--- src/rtl/bhh_pkg.sv ---
`timescale 1ns/1ps
package bhh_pkg;

  typedef enum logic [1:0] {
    BS_IDLE = 2'd0,
    BS_ADDR = 2'd1,
    BS_DATA = 2'd2,
    BS_HOLD = 2'd3
  } bus_state_t;

  typedef enum logic [2:0] {
    PH_IDLE  = 3'd0,
    PH_ADDR  = 3'd1,
    PH_DATA  = 3'd2,
    PH_FLOAT = 3'd3,
    PH_HOLD  = 3'd4,
    PH_REL   = 3'd5
  } phase_t;

  function automatic bus_state_t phase_to_state(phase_t p);
    case (p)
      PH_ADDR: return BS_ADDR;
      PH_DATA: return BS_DATA;
      PH_HOLD: return BS_HOLD;
      default: return BS_IDLE;
    endcase
  endfunction

  function automatic logic phase_floats(phase_t p);
    return (p == PH_FLOAT) || (p == PH_HOLD) || (p == PH_REL);
  endfunction

endpackage

--- src/rtl/bhh_sync.sv ---
`timescale 1ns/1ps
module bhh_sync #(
  parameter int STAGES = 2
) (
  input  logic clk,
  input  logic rst,
  input  logic d_async,
  output logic q_sync
);
  logic [STAGES-1:0] chain;

  generate
    for (genvar i = 0; i < STAGES; i++) begin : g_stage
      if (i == 0) begin : g_first
        always_ff @(posedge clk) begin
          if (rst) chain[0] <= 1'b0;
          else     chain[0] <= d_async;
        end
      end else begin : g_next
        always_ff @(posedge clk) begin
          if (rst) chain[i] <= 1'b0;
          else     chain[i] <= chain[i-1];
        end
      end
    end
  endgenerate

  assign q_sync = chain[STAGES-1];
endmodule

--- src/rtl/bhh_fsm.sv ---
`timescale 1ns/1ps
module bhh_fsm
  import bhh_pkg::*;
#(
  parameter int ADDR_CYCLES = 1
) (
  input  logic   clk,
  input  logic   rst,
  input  logic   hold_sync,
  input  logic   access_pending,
  input  logic   at_boundary,
  input  logic   lock_held,
  output phase_t phase_q,
  output phase_t phase_d
);
  localparam int CW = (ADDR_CYCLES > 1) ? $clog2(ADDR_CYCLES) : 1;
  localparam logic [CW-1:0] ADDR_LAST = CW'(ADDR_CYCLES - 1);

  logic [CW-1:0] addr_cnt;
  logic          grant_ok;

  assign grant_ok = hold_sync && !lock_held;

  always_comb begin
    phase_d = phase_q;
    case (phase_q)
      PH_IDLE: begin
        if (grant_ok)            phase_d = PH_FLOAT;
        else if (access_pending) phase_d = PH_ADDR;
      end
      PH_ADDR: begin
        if (addr_cnt == ADDR_LAST) phase_d = PH_DATA;
      end
      PH_DATA: begin
        if (at_boundary) begin
          if (grant_ok)            phase_d = PH_FLOAT;
          else if (access_pending) phase_d = PH_ADDR;
          else                     phase_d = PH_IDLE;
        end
      end
      PH_FLOAT: phase_d = PH_HOLD;
      PH_HOLD: begin
        if (!hold_sync) phase_d = PH_REL;
      end
      PH_REL: phase_d = access_pending ? PH_ADDR : PH_IDLE;
      default: phase_d = PH_IDLE;
    endcase
  end

  always_ff @(posedge clk) begin
    if (rst) begin
      phase_q  <= PH_IDLE;
      addr_cnt <= '0;
    end else begin
      phase_q <= phase_d;
      if (phase_q == PH_ADDR && phase_d == PH_ADDR) addr_cnt <= addr_cnt + 1'b1;
      else                                          addr_cnt <= '0;
    end
  end

  assert_no_grant_mid_data_R6: assert property (@(posedge clk) disable iff (rst)
    (phase_q == PH_DATA && !at_boundary) |=> (phase_q == PH_DATA));

  assert_lock_blocks_R8: assert property (@(posedge clk) disable iff (rst)
    (lock_held && (phase_q == PH_IDLE || phase_q == PH_DATA)) |=> (phase_q != PH_FLOAT));

  assert_resume_choice_R5: assert property (@(posedge clk) disable iff (rst)
    (phase_q == PH_REL) |=> (phase_q == ($past(access_pending) ? PH_ADDR : PH_IDLE)));

  assert_hold_priority_R10: assert property (@(posedge clk) disable iff (rst)
    (phase_q == PH_IDLE && hold_sync && !lock_held) |=> (phase_q == PH_FLOAT));
endmodule

--- src/rtl/bhh_outreg.sv ---
`timescale 1ns/1ps
module bhh_outreg
  import bhh_pkg::*;
(
  input  logic       clk,
  input  logic       rst,
  input  phase_t     phase_d,
  output logic       hold_ack,
  output logic       bus_float,
  output logic [1:0] bus_state
);
  always_ff @(posedge clk) begin
    if (rst) begin
      hold_ack  <= 1'b0;
      bus_float <= 1'b0;
      bus_state <= BS_IDLE;
    end else begin
      hold_ack  <= (phase_d == PH_HOLD);
      bus_float <= phase_floats(phase_d);
      bus_state <= phase_to_state(phase_d);
    end
  end

  assert_reset_quiet_R1: assert property (@(posedge clk)
    rst |=> (!hold_ack && !bus_float && bus_state == BS_IDLE));

  assert_float_before_ack_R3: assert property (@(posedge clk) disable iff (rst)
    $rose(hold_ack) |-> $past(bus_float));

  assert_ack_implies_float_R3: assert property (@(posedge clk) disable iff (rst)
    hold_ack |-> bus_float);

  assert_float_after_ack_R4: assert property (@(posedge clk) disable iff (rst)
    $fell(hold_ack) |-> bus_float);

  assert_ack_state_match_R9: assert property (@(posedge clk) disable iff (rst)
    hold_ack == (bus_state == BS_HOLD));
endmodule

--- src/rtl/bus_hold_handshake.sv ---
`timescale 1ns/1ps
module bus_hold_handshake
  import bhh_pkg::*;
#(
  parameter int SYNC_STAGES = 2,
  parameter int ADDR_CYCLES = 1
) (
  input  logic       clk,
  input  logic       rst,
  input  logic       hold_req,
  input  logic       access_pending,
  input  logic       at_boundary,
  input  logic       lock_held,
  output logic       hold_ack,
  output logic       bus_float,
  output logic [1:0] bus_state
);
  logic   hold_sync;
  phase_t phase_q;
  phase_t phase_d;

  bhh_sync #(.STAGES(SYNC_STAGES)) u_sync (
    .clk     (clk),
    .rst     (rst),
    .d_async (hold_req),
    .q_sync  (hold_sync)
  );

  bhh_fsm #(.ADDR_CYCLES(ADDR_CYCLES)) u_fsm (
    .clk            (clk),
    .rst            (rst),
    .hold_sync      (hold_sync),
    .access_pending (access_pending),
    .at_boundary    (at_boundary),
    .lock_held      (lock_held),
    .phase_q        (phase_q),
    .phase_d        (phase_d)
  );

  bhh_outreg u_out (
    .clk       (clk),
    .rst       (rst),
    .phase_d   (phase_d),
    .hold_ack  (hold_ack),
    .bus_float (bus_float),
    .bus_state (bus_state)
  );

  assert_release_float_R4: assert property (@(posedge clk) disable iff (rst)
    $fell(bus_float) |-> $past(!hold_ack));
endmodule

--- config.mk ---
export PLATFORM = sky130hd
export DESIGN_NAME = bus_hold_handshake
export DESIGN_NICKNAME = d
export VERILOG_FILES = /design/src/rtl/bhh_pkg.sv /design/src/rtl/bhh_sync.sv /design/src/rtl/bhh_fsm.sv /design/src/rtl/bhh_outreg.sv /design/src/rtl/bus_hold_handshake.sv
export SDC_FILE = /design/constraint.sdc
export NUM_CORES = 1
export LEC_CHECK = 0
export ABC_AREA = 1
export BUFFER_PORTS_ARGS = -buffer_cell sky130_fd_sc_hd__buf_2
export CAP_MARGIN = 20
export CORE_AREA = 2 2 39 41
export CTS_BUF_LIST = sky130_fd_sc_hd__clkbuf_4 sky130_fd_sc_hd__clkbuf_8
export DETAILED_ROUTE_END_ITERATION = 10
export DIE_AREA = 0 0 41 43
export PLACE_DENSITY = 0.53
export SLEW_MARGIN = 40
export SYNTH_ARGS = -nofsm -noshare
export SYNTH_HDL_FRONTEND = slang
export SYNTH_HIERARCHICAL = 1
export SYNTH_SLANG_ARGS = --single-unit
--- constraint.sdc ---
create_clock -name clk -period 1.1 [get_ports clk]
set_input_delay 0.11 -clock clk [delete_from_list [all_inputs] [get_ports clk]]
set_output_delay 0.11 -clock clk [all_outputs]
set_load 0.05 [all_outputs]
# Word-level counts from Yosys, hierarchy flattened
# Index checks and enable logic that the tools add are counted.
[word_totals] in_bits=6 out_inout_bits=4 regBits=10 wordCells=35
[classes] addsub=1 n_eq_ne=10 reduce_logical=7 mux=9 n_bitwise=1
[op_table] operator="$mux 3" count=6
[op_table] operator="$pmux 3 s6" count=1
[op_table] operator="$eq 3x2->1 const B" count=4
[op_table] operator="$eq 3x3->1 const B" count=4
[op_table] operator="$eq 3x1->1 const B" count=2
[op_table] operator="$pmux 2 s3" count=1
[op_table] operator="$logic_not 3->1" count=1
[op_table] operator="$logic_and 1x1->1" count=2
[op_table] operator="$logic_or 1x1->1" count=2
[op_table] operator="$reduce_or 2->1" count=1
[op_table] operator="$add 1x1->1 const B" count=1
[op_table] operator="$logic_not 1->1" count=1
[op_table] operator="$mux 1" count=1
[op_table] operator="$not 1->1" count=1

# Logic depth before layout (Yosys ltp)
# Gate-level depths: netlist of run 1.
[depth] word_depth=9 ltp_mapped=10 depth_no_buf=10

# Cells and area by module
# Netlist of run 1, hierarchy kept.
[by_module_without_submodules] module="bhh_fsm" instances=1 cells_per_inst=43 seq_area_each_um2=80.1 area_each_um2=245.2
[by_module_without_submodules] module="bhh_outreg" instances=1 cells_per_inst=19 seq_area_each_um2=80.1 area_each_um2=146.4
[by_module_without_submodules] module="bhh_sync" instances=1 cells_per_inst=6 seq_area_each_um2=40.0 area_each_um2=55.1

# Least setup slack after synthesis of run 1
# OpenSTA, ideal clock, no wires.
[synth_timing] path_type="flip-flop to flip-flop" startpoint="register u_fsm.phase_q[2]" endpoint="register u_out.bus_float" required_time_ps=986 period_less_slack_ps=1048 path_slack_ps=52 setup_time_ps=114 n_path_buf=0 stages_incl_launch_ff=10 arrival_time_ps=934 path_cell_list="dfxtp_1 inv_1 nand2_1 nand2_1 nand2_1 nand2_1 inv_1 nand2_1 a21oi_1 nor2_1"
[synth_via] elab_cells_between_ends=17 cone_classes="eq/ne (8); mux (6); reduce/logical (3)"
[synth_lines] item="start: declaration" line="bhh_fsm.sv:13" source="output phase_t phase_q,"
[synth_lines] item="start signal: assignment" line="bhh_fsm.sv:55" source="phase_q <= phase_d;"
[synth_lines] item="$eq 3x3->1, or another cell as far along" line="bhh_fsm.sv:26" source="case (phase_q)"
[synth_lines] item="$pmux 3 s6 *" line="bhh_fsm.sv:26"
[synth_lines] item="net phase_d[0]" line="bus_hold_handshake.sv:20" source="phase_t phase_d;"
[synth_lines] item="$eq 3x2->1 / $eq 3x3->1 (equally long branches)" line="bhh_pkg.sv:30" source="return (p == PH_FLOAT) || (p == PH_HOLD) || (p == PH_REL);"
[synth_lines] item="$logic_or 1x1->1" line="bhh_pkg.sv:30"
[synth_lines] item="$logic_or 1x1->1 *" line="bhh_pkg.sv:30"
[synth_lines] item="end signal: assignment" line="bhh_outreg.sv:19" source="bus_float <= phase_floats(phase_d);"
[synth_lines] item="end: declaration" line="bhh_outreg.sv:9" source="output logic bus_float,"
# The timed path passes the listed nets; every way through them passes the cells marked *.
# A chain may end at the register's enable or synchronous reset.

# Final worst setup path of run 1
[layout_timing] startpoint="register u_fsm.phase_q[0]" endpoint="register u_out.bus_state[1]"
[layout_via] elab_chain_len=5 elab_cells_between_ends=16 cone_classes="eq/ne (8); mux (7); reduce/logical (1)"
[layout_rtl] item="$mux 3" line="bhh_fsm.sv:29" source="else if (access_pending) phase_d = PH_ADDR;"
[layout_rtl] item="$mux 3" line="bhh_fsm.sv:28" source="if (grant_ok) phase_d = PH_FLOAT;"
[layout_rtl] item="$pmux 3 s6 *" line="bhh_fsm.sv:26"
[layout_rtl] item="net phase_d[0]" line="bus_hold_handshake.sv:20"
[layout_rtl] item="$eq 3x3->1, or another cell as far along" line="bhh_pkg.sv:21" source="case (p)"
[layout_rtl] item="$pmux 2 s3 *" line="bhh_pkg.sv:21"
[layout_rtl] item="end signal: assignment" line="bhh_outreg.sv:20" source="bus_state <= phase_to_state(phase_d);"
[layout_rtl] item="end: declaration" line="bhh_outreg.sv:10" source="output logic [1:0] bus_state"
# Marked as above.

==> summary.txt, run 1 <==
run status - finished clean
delay-heaviest family, CP - flip-flops
DIE HEIGHT - 43 um
DP HPWL - 632 um
Critical Path Fanout Max - 4
cell area after synthesis - 447 sq um
syn nets - 74
Power Total - 1.00 mW
H-tree levels - 1
CP required - 1.26 ns
I/O Pins - 10
Unique masters post-synth - 14
critical path buffer and inverter count - 3
CP Capture Type - flip-flop
crit share post-route - 97.2%
Worst-path clk slew - 0.07 ns
leading cell type in the layout, fill and taps excluded - nand2_1
Port-buffer cells - 9
final hold vios - 0
Synth area leader - dfxtp_1
final net count - 91
ranking of synthesized cells by area - dfxtp_1, nand2_1, inv_1, nor2_1, a21oi_1
Initial Util - 32.3%
GR Overflow Total - 0
die width - 41 um
wire length of the first global-routing pass - 1320 um
fmax - 936 MHz
Final Max Tran Viols - 0
Hold Crit Class - input port to flip-flop
clock period minus worst slack - 1.07 ns
dpl ws - -0.0643 ns
Die ar. - 0.00176 sq mm
top cell type's share of synthesized area - 44.8%
Max-Cap Viols - 0
Num CTS Buffers - 3
Synth Warn # - 6
clk buf depth - 2
Crit path top cell by count - inv_2
Slowest cell on crit path - dfxtp_4
post-route setup slack - 0.0311 ns
largest net degree at the start of global routing - 7
number of cell rows - 14
Core ar. - 0.00138 sq mm
DRC viols - 0
Worst setup SP type - flip-flop
Max IR drop VDD - 0.690 mV
layout cell share with drive strength beyond 1 - 50.0%
hold buffers post-CTS - 0
Routed Antenna Nets - 0
initial antenna violation count - 0
Synth Instances - 68
CTS tree - built
CP Cell Sequence - inv_2, nor2_2, nand2_1, nand2_1, inv_2, nand2_4, inv_2, o21ai_0, nor2_1
P_leak - 0.332 nW
number of diodes - 0
clock root cell - clkbuf_4
sequential area share after synthesis - 44.8%
peak per-stage delay on the critical path - 0.39 ns
Detailed Route Iter0 Violations - 5
setup repair after global routing missed its margin - yes
Crit Path Class - flip-flop to flip-flop
vias after detailed routing - 424
final core utilization - 46.1%
area grow syn2layout - 42.9%
Detailed Routing Iterations Pass 1 - 2
Crit path arrival time - 1.23 ns
Placer Congestion - 0.675
Avg Vias per Cell - 4.24
leading cell types in the layout, fill and taps excluded - nand2_1, buf_2, nand2_2
CTS Sinks - 10
clk_skew - 0.00278 ns
Finish-stage setup viols - 0
P per Cell Area - 1570 mW/mm^2
Skew-Pair Late Insertion Delay - 0.26 ns
synthesized area per cell - 6.57 sq um
final WL - 894 um
setup TNS - 0 ns
Routed wire per std cell - 8.94 um
total global-route track usage - 11.6%
number of global-route vias before repair - 358
synthesized flop and latch total - 10
[per-layer routing]
metal	wire length (um)	vias to the layer above	track usage, %
met2	444	5	16.3
met3	22	2	3.14
met5	0	-	0
met4	7	0	12.0
li1	-	234	-
met1	420	183	12.7
[sequential cells by signal, indices dropped and copies added, names as in the netlist]
| signal | flops |
|---|---|
| u_fsm/addr_cnt | 1 |
| u_sync/chain | 1 |
| u_out/bus_state | 2 |
| u_fsm/phase_q | 3 |
| u_out/bus_float | 1 |
| u_sync/q_sync | 1 |
| u_out/hold_ack | 1 |
[synth_stat cells]
cell type and n:
o21ai_0 2, conb_1 1, dfxtp_1 10, nand2_1 22
a21oi_2 1, nand3_1 1, nor3_1 1, nand3b_1 1
inv_1 15, nand4_1 1, nand3_2 1, nor2_1 8
a21oi_1 3, nand2_2 1
[timing repair]
action	CTS	global route
cloned	0	0
hold endpoints to repair	0	0
resized for setup	9	22
endpoints found under the setup margin	4	5
setup buffers	0	1
pin swaps	0	4
[metrics by stage]
stage	cell area, sq um	hold slack [ns]	std cells
after CTS	582	0.0371	99
after floorplan	447	0.179	68
after detailed placement	527	0.320	95
after global placement	527	0.312	95
after global routing	638	0.0560	100
final	638	0.0425	100
[worst reg2reg max path, cell delays in order (launching register included)]
cell     delay [ns]
dfxtp_4        0.39
inv_2          0.05
nor2_2         0.12
nand2_1        0.07
nand2_1        0.07
inv_2          0.05
nand2_4        0.07
inv_2          0.04
o21ai_0        0.06
nor2_1         0.05
[path summary, 6_finish.rpt]
path / startpoint / endpoint / slack (ns) / cells after the start
max: u_fsm/phase_q[0]$_SDFF_PP0_ / u_out/bus_state[1]$_SDFF_PP0_ / 0.03 / 9
min: hold_req / u_sync/chain[0]$_SDFF_PP0_ / 0.04 / 3
max reg2reg: u_fsm/phase_q[0]$_SDFF_PP0_ / u_out/bus_state[1]$_SDFF_PP0_ / 0.03 / 9
min reg2reg: u_sync/chain[0]$_SDFF_PP0_ / u_sync/q_sync$_SDFF_PP0_ / 0.41 / 2
[final cells by class]
class,count,area [sq um]
repair buffers,12,67.6
flip-flops and latches,10,211
well taps,16,20.0
clock buffers,4,36.3
fillers,158,746
inverters,15,58.8
multi-input cells,43,244
[cell families after synthesis]
group,after synthesis,share of synthesized area [%]
buffers and inverters,15,12.6
DFF,10,44.8
and+or+nand+nor,36,34.2
other,1,0.840
AOI/OAI and AO/OA,6,7.56
[where the power goes]
group | total [mW] | switching, mW | leakage (nW) | internal [mW]
clock | 0.332 | 0.131 | 0.0210 | 0.201
sequential | 0.413 | 0.0238 | 0.0843 | 0.389
combinational | 0.258 | 0.165 | 0.227 | 0.0933
No activity file was read; power rests on OpenSTA's default activity.
==> run 2: changes to the inputs <==
--- a/config.mk
+++ b/config.mk
@@ -12,9 +12,8 @@
 export CTS_BUF_LIST = sky130_fd_sc_hd__clkbuf_4 sky130_fd_sc_hd__clkbuf_8
 export DETAILED_ROUTE_END_ITERATION = 10
 export DIE_AREA = 0 0 41 43
-export PLACE_DENSITY = 0.53
+export PLACE_DENSITY = 0.51
 export SLEW_MARGIN = 40
 export SYNTH_ARGS = -nofsm -noshare
 export SYNTH_HDL_FRONTEND = slang
-export SYNTH_HIERARCHICAL = 1
 export SYNTH_SLANG_ARGS = --single-unit
==> run 2 against run 1 <==
Against the previous run: sequential share of layout area increased by 4.5 points; clock skew barely moved; global-route usage decreased by 2.2 points; final cell count is 11% lower; design area shrank 14%.
==> summary.txt, run 2 <==
run status - finished clean (unchanged)
GR Overflow Total - 0 (unchanged)
initial antenna violation count - 0 (unchanged)
Power Total - 0.865 mW (was 1.00 mW)
final WL - 728 um (was 894 um)
Port-buffer cells - 9 (unchanged)
I/O Pins - 10 (unchanged)
die width - 41 um (unchanged)
Final Max Tran Viols - 0 (unchanged)
final core utilization - 39.6% (was 46.1%)
top cell type's share of synthesized area - 47.2% (was 44.8%)
dpl cells - 85 (was 95)
cell area after synthesis - 424 sq um (was 447 sq um)
synthesized area per cell - 7.07 sq um (was 6.57 sq um)
clock root cell - clkbuf_4 (unchanged)
leading cell types in the layout, fill and taps excluded - nand2_1, inv_1, buf_2 (was nand2_1, buf_2, nand2_2)
number of cell rows - 14 (unchanged)
fraction of registers with async set/reset - 0% (unchanged)
Fillers - 152 (was 158)
Detailed Routing Iterations Pass 1 - 2 (unchanged)
Detailed Route Iter0 Violations - 4 (was 5)
syn nets - 66 (was 74)
Critical Path Fanout Max - 4 (unchanged)
count leader, synth - nand2_1 (unchanged)
Adder-Cell Fraction of Synth Area - 0% (unchanged)
Hold Crit Class - input port to flip-flop (unchanged)
Unique masters post-synth - 14 (unchanged)
Max-Cap Viols - 0 (unchanged)
Worst Min Path Start - hold_req (unchanged)
area grow syn2layout - 29.2% (was 42.9%)
P_leak - 0.308 nW (was 0.332 nW)
WHS Endpoint - u_sync.chain[0]$_SDFF_PP0_ (was u_sync/chain[0]$_SDFF_PP0_)
Routed wire per std cell - 8.18 um (was 8.94 um)
P per Cell Area - 1580 mW/mm^2 (was 1570 mW/mm^2)
Regs by FF count - u_fsm.phase_q x3, u_out.bus_state x2 (was u_fsm/phase_q x3, u_out/bus_state x2)
fmax - 981 MHz (was 936 MHz)
setup slack, reg-to-reg - 0.08 ns (was 0.03 ns)
sequential area share after synthesis - 47.2% (was 44.8%)
multiplexer share of the synthesized area - 0% (unchanged)
Synth Warn # - 0 (was 6)
vias after detailed routing - 370 (was 424)
largest net degree at the start of global routing - 7 (unchanged)
Routed Antenna Nets - 0 (unchanged)
Reg2Reg Capture Point - u_out.bus_state[0]$_SDFF_PP0_ (was u_out/bus_state[1]$_SDFF_PP0_)
Finish-stage setup viols - 0 (unchanged)
Synth Area in XOR/XNOR - 0% (unchanged)
CTS Sinks - 10 (unchanged)
leading cell type in the layout, fill and taps excluded - nand2_1 (unchanged)
Initial Util - 30.7% (was 32.3%)
total global-route track usage - 9.38% (was 11.6%)
Max IR drop VDD - 0.676 mV (was 0.690 mV)
Most flops, register - u_fsm.phase_q (was u_fsm/phase_q)
Worst-path clk slew - 0.06 ns (was 0.07 ns)
clock period minus worst slack - 1.02 ns (was 1.07 ns)
Crit path arrival time - 1.18 ns (was 1.23 ns)
clk_skew - 0.00263 ns (was 0.00278 ns)
ranking of synthesized cells by area - dfxtp_1, nand2_1, inv_1, nor2_1, nand3_1 (was dfxtp_1, nand2_1, inv_1, nor2_1, a21oi_1)
Num CTS Buffers - 3 (unchanged)
DRC viols - 0 (unchanged)
final net count - 80 (was 91)
Placer Congestion - 0.766 (was 0.675)
crit share post-route - 92.7% (was 97.2%)
Synth Area in Compound Gates - 4.42% (was 7.56%)
commonest cells in the synthesized netlist - nand2_1, dfxtp_1, inv_1 (was nand2_1, inv_1, dfxtp_1)
Skew-Pair Late Insertion Delay - 0.26 ns (about the same)
FF-to-FF Start - u_fsm.phase_q[0]$_SDFF_PP0_ (was u_fsm/phase_q[0]$_SDFF_PP0_)
Most used DFF post-synth - dfxtp_1 (unchanged)
CP required - 1.26 ns (about the same)
Synth Instances - 60 (was 68)
clk buf depth - 2 (unchanged)
CP Capture Type - flip-flop (unchanged)
main combinational cell family by area after synthesis - simple AND/OR/NAND/NOR gates (unchanged)
Core ar. - 0.00138 sq mm (unchanged)
Synth Area in Simple Gates - 36.0% (was 34.2%)
DIE HEIGHT - 43 um (unchanged)
max reg flops - 3 (unchanged)
Worst setup SP type - flip-flop (unchanged)
number of global-route vias before repair - 313 (was 358)
Post-synth EDFFs - 0 (unchanged)
Layout Cells excl Fill - 89 (was 100)
CTS tree - built (unchanged)
Crit Path Class - flip-flop to flip-flop (unchanged)
Die ar. - 0.00176 sq mm (unchanged)
Avg Vias per Cell - 4.16 (was 4.24)
wire length of the first global-routing pass - 1100 um (was 1320 um)
final hold vios - 0 (unchanged)
hold path depth - 3 (unchanged)
number of diodes - 0 (unchanged)
synthesized flop and latch total - 10 (unchanged)
Synth area leader - dfxtp_1 (unchanged)
layout cell share with drive strength beyond 1 - 37.0% (was 50.0%)
H-tree levels - 1 (unchanged)
DP HPWL - 564 um (was 632 um)
reg2reg path depth - 7 (was 9)
[run 2: changes by cell type after synthesis, moves of 2 or more]
| cell | change |
|---|---|
| inv_1 | -5 |
| nand3_1 | +4 |
| nand2_1 | -6 |
| inv_2 | +3 |
| o21ai_0 | -2 |
[run 2: through the flow]
| stage | hold WS, ns | worst slack (ns) | TNS, ns | instance area (sq um) |
|---|---|---|---|---|
| floorplan | 0.181 | 0.138 | 0 | 424 |
| finish | 0.0572 | 0.0803 | 0 | 548 |
| detailed placement | 0.327 | 0.0205 | 0 | 489 |
| global route | 0.0631 | -0.0169 | -0.0279 | 548 |
| global placement | 0.311 | -0.00383 | -0.00383 | 489 |
| CTS | 0.0535 | 0.00438 | 0 | 526 |
[run 2: layout make-up]
| class | count | area [sq um] | share of cell area [%] |
|---|---|---|---|
| clock buffer | 4 | 36.3 | 6.62 |
| inverter | 13 | 48.8 | 8.90 |
| multi-input combinational | 37 | 191 | 34.9 |
| sequential | 10 | 206 | 37.7 |
| tap | 16 | 20.0 | 3.65 |
| timing repair buffer | 9 | 45.0 | 8.22 |
[run 2: worst max path at each step]
stage	start	to	slack [ns]	cells past startpoint
finish	u_fsm.phase_q[0]$_SDFF_PP0_	u_out.bus_state[0]$_SDFF_PP0_	0.08	7
global route	u_fsm.phase_q[0]$_SDFF_PP0_	u_out.bus_state[0]$_SDFF_PP0_	-0.02	7
CTS	u_fsm.phase_q[0]$_SDFF_PP0_	u_out.bus_state[1]$_SDFF_PP0_	0.004	7
detailed placement	u_fsm.phase_q[0]$_SDFF_PP0_	u_out.bus_state[1]$_SDFF_PP0_	0.02	7
global placement	u_fsm.phase_q[0]$_SDFF_PP0_	u_out.bus_float$_SDFF_PP0_	-0.004	6
floorplan	u_fsm.phase_q[0]$_SDFF_PP0_	u_out.bus_state[1]$_SDFF_PP0_	0.14	7
[run 2: repair_timing]
action                                  in CTS  in global routing
gates resized for setup                      0                  9
endpoints found under the setup margin       0                  4
hold buffers                                 0                  0
setup buffers                                0                  0
[run 2: cell families (layout without fill, tap and decap cells)]
group                  after synthesis  after routing
AOI/OAI and AO/OA                    3              3
buffers and inverters               13             26
DFF                                 10             10
other                                1              1
and+or+nand+nor                     33             33
[run 2: worst max-delay path, cell delays in order (launching register included)]
cell	delay (ns)
dfxtp_4	0.38
inv_1	0.05
nor2_2	0.10
nand3_1	0.12
nand2_1	0.12
nor2_1	0.05
nand3_1	0.06
nand2_1	0.05
[run 2: power by group]
| group | switching (mW) | internal (mW) |
|---|---|---|
| combinational | 0.0971 | 0.0465 |
| sequential | 0.0159 | 0.386 |
| clock | 0.119 | 0.201 |
| total | 0.232 | 0.633 |
[run 2: routing by layer]
| metal | global-route usage [%] | routed length, um | vias to the layer above |
|---|---|---|---|
| met5 | 0 | 0 | - |
| met4 | 8.00 | 0 | 0 |
| met3 | 3.14 | 21 | 0 |
| met2 | 12.8 | 361 | 7 |
| met1 | 11.1 | 345 | 159 |
| li1 | - | - | 204 |
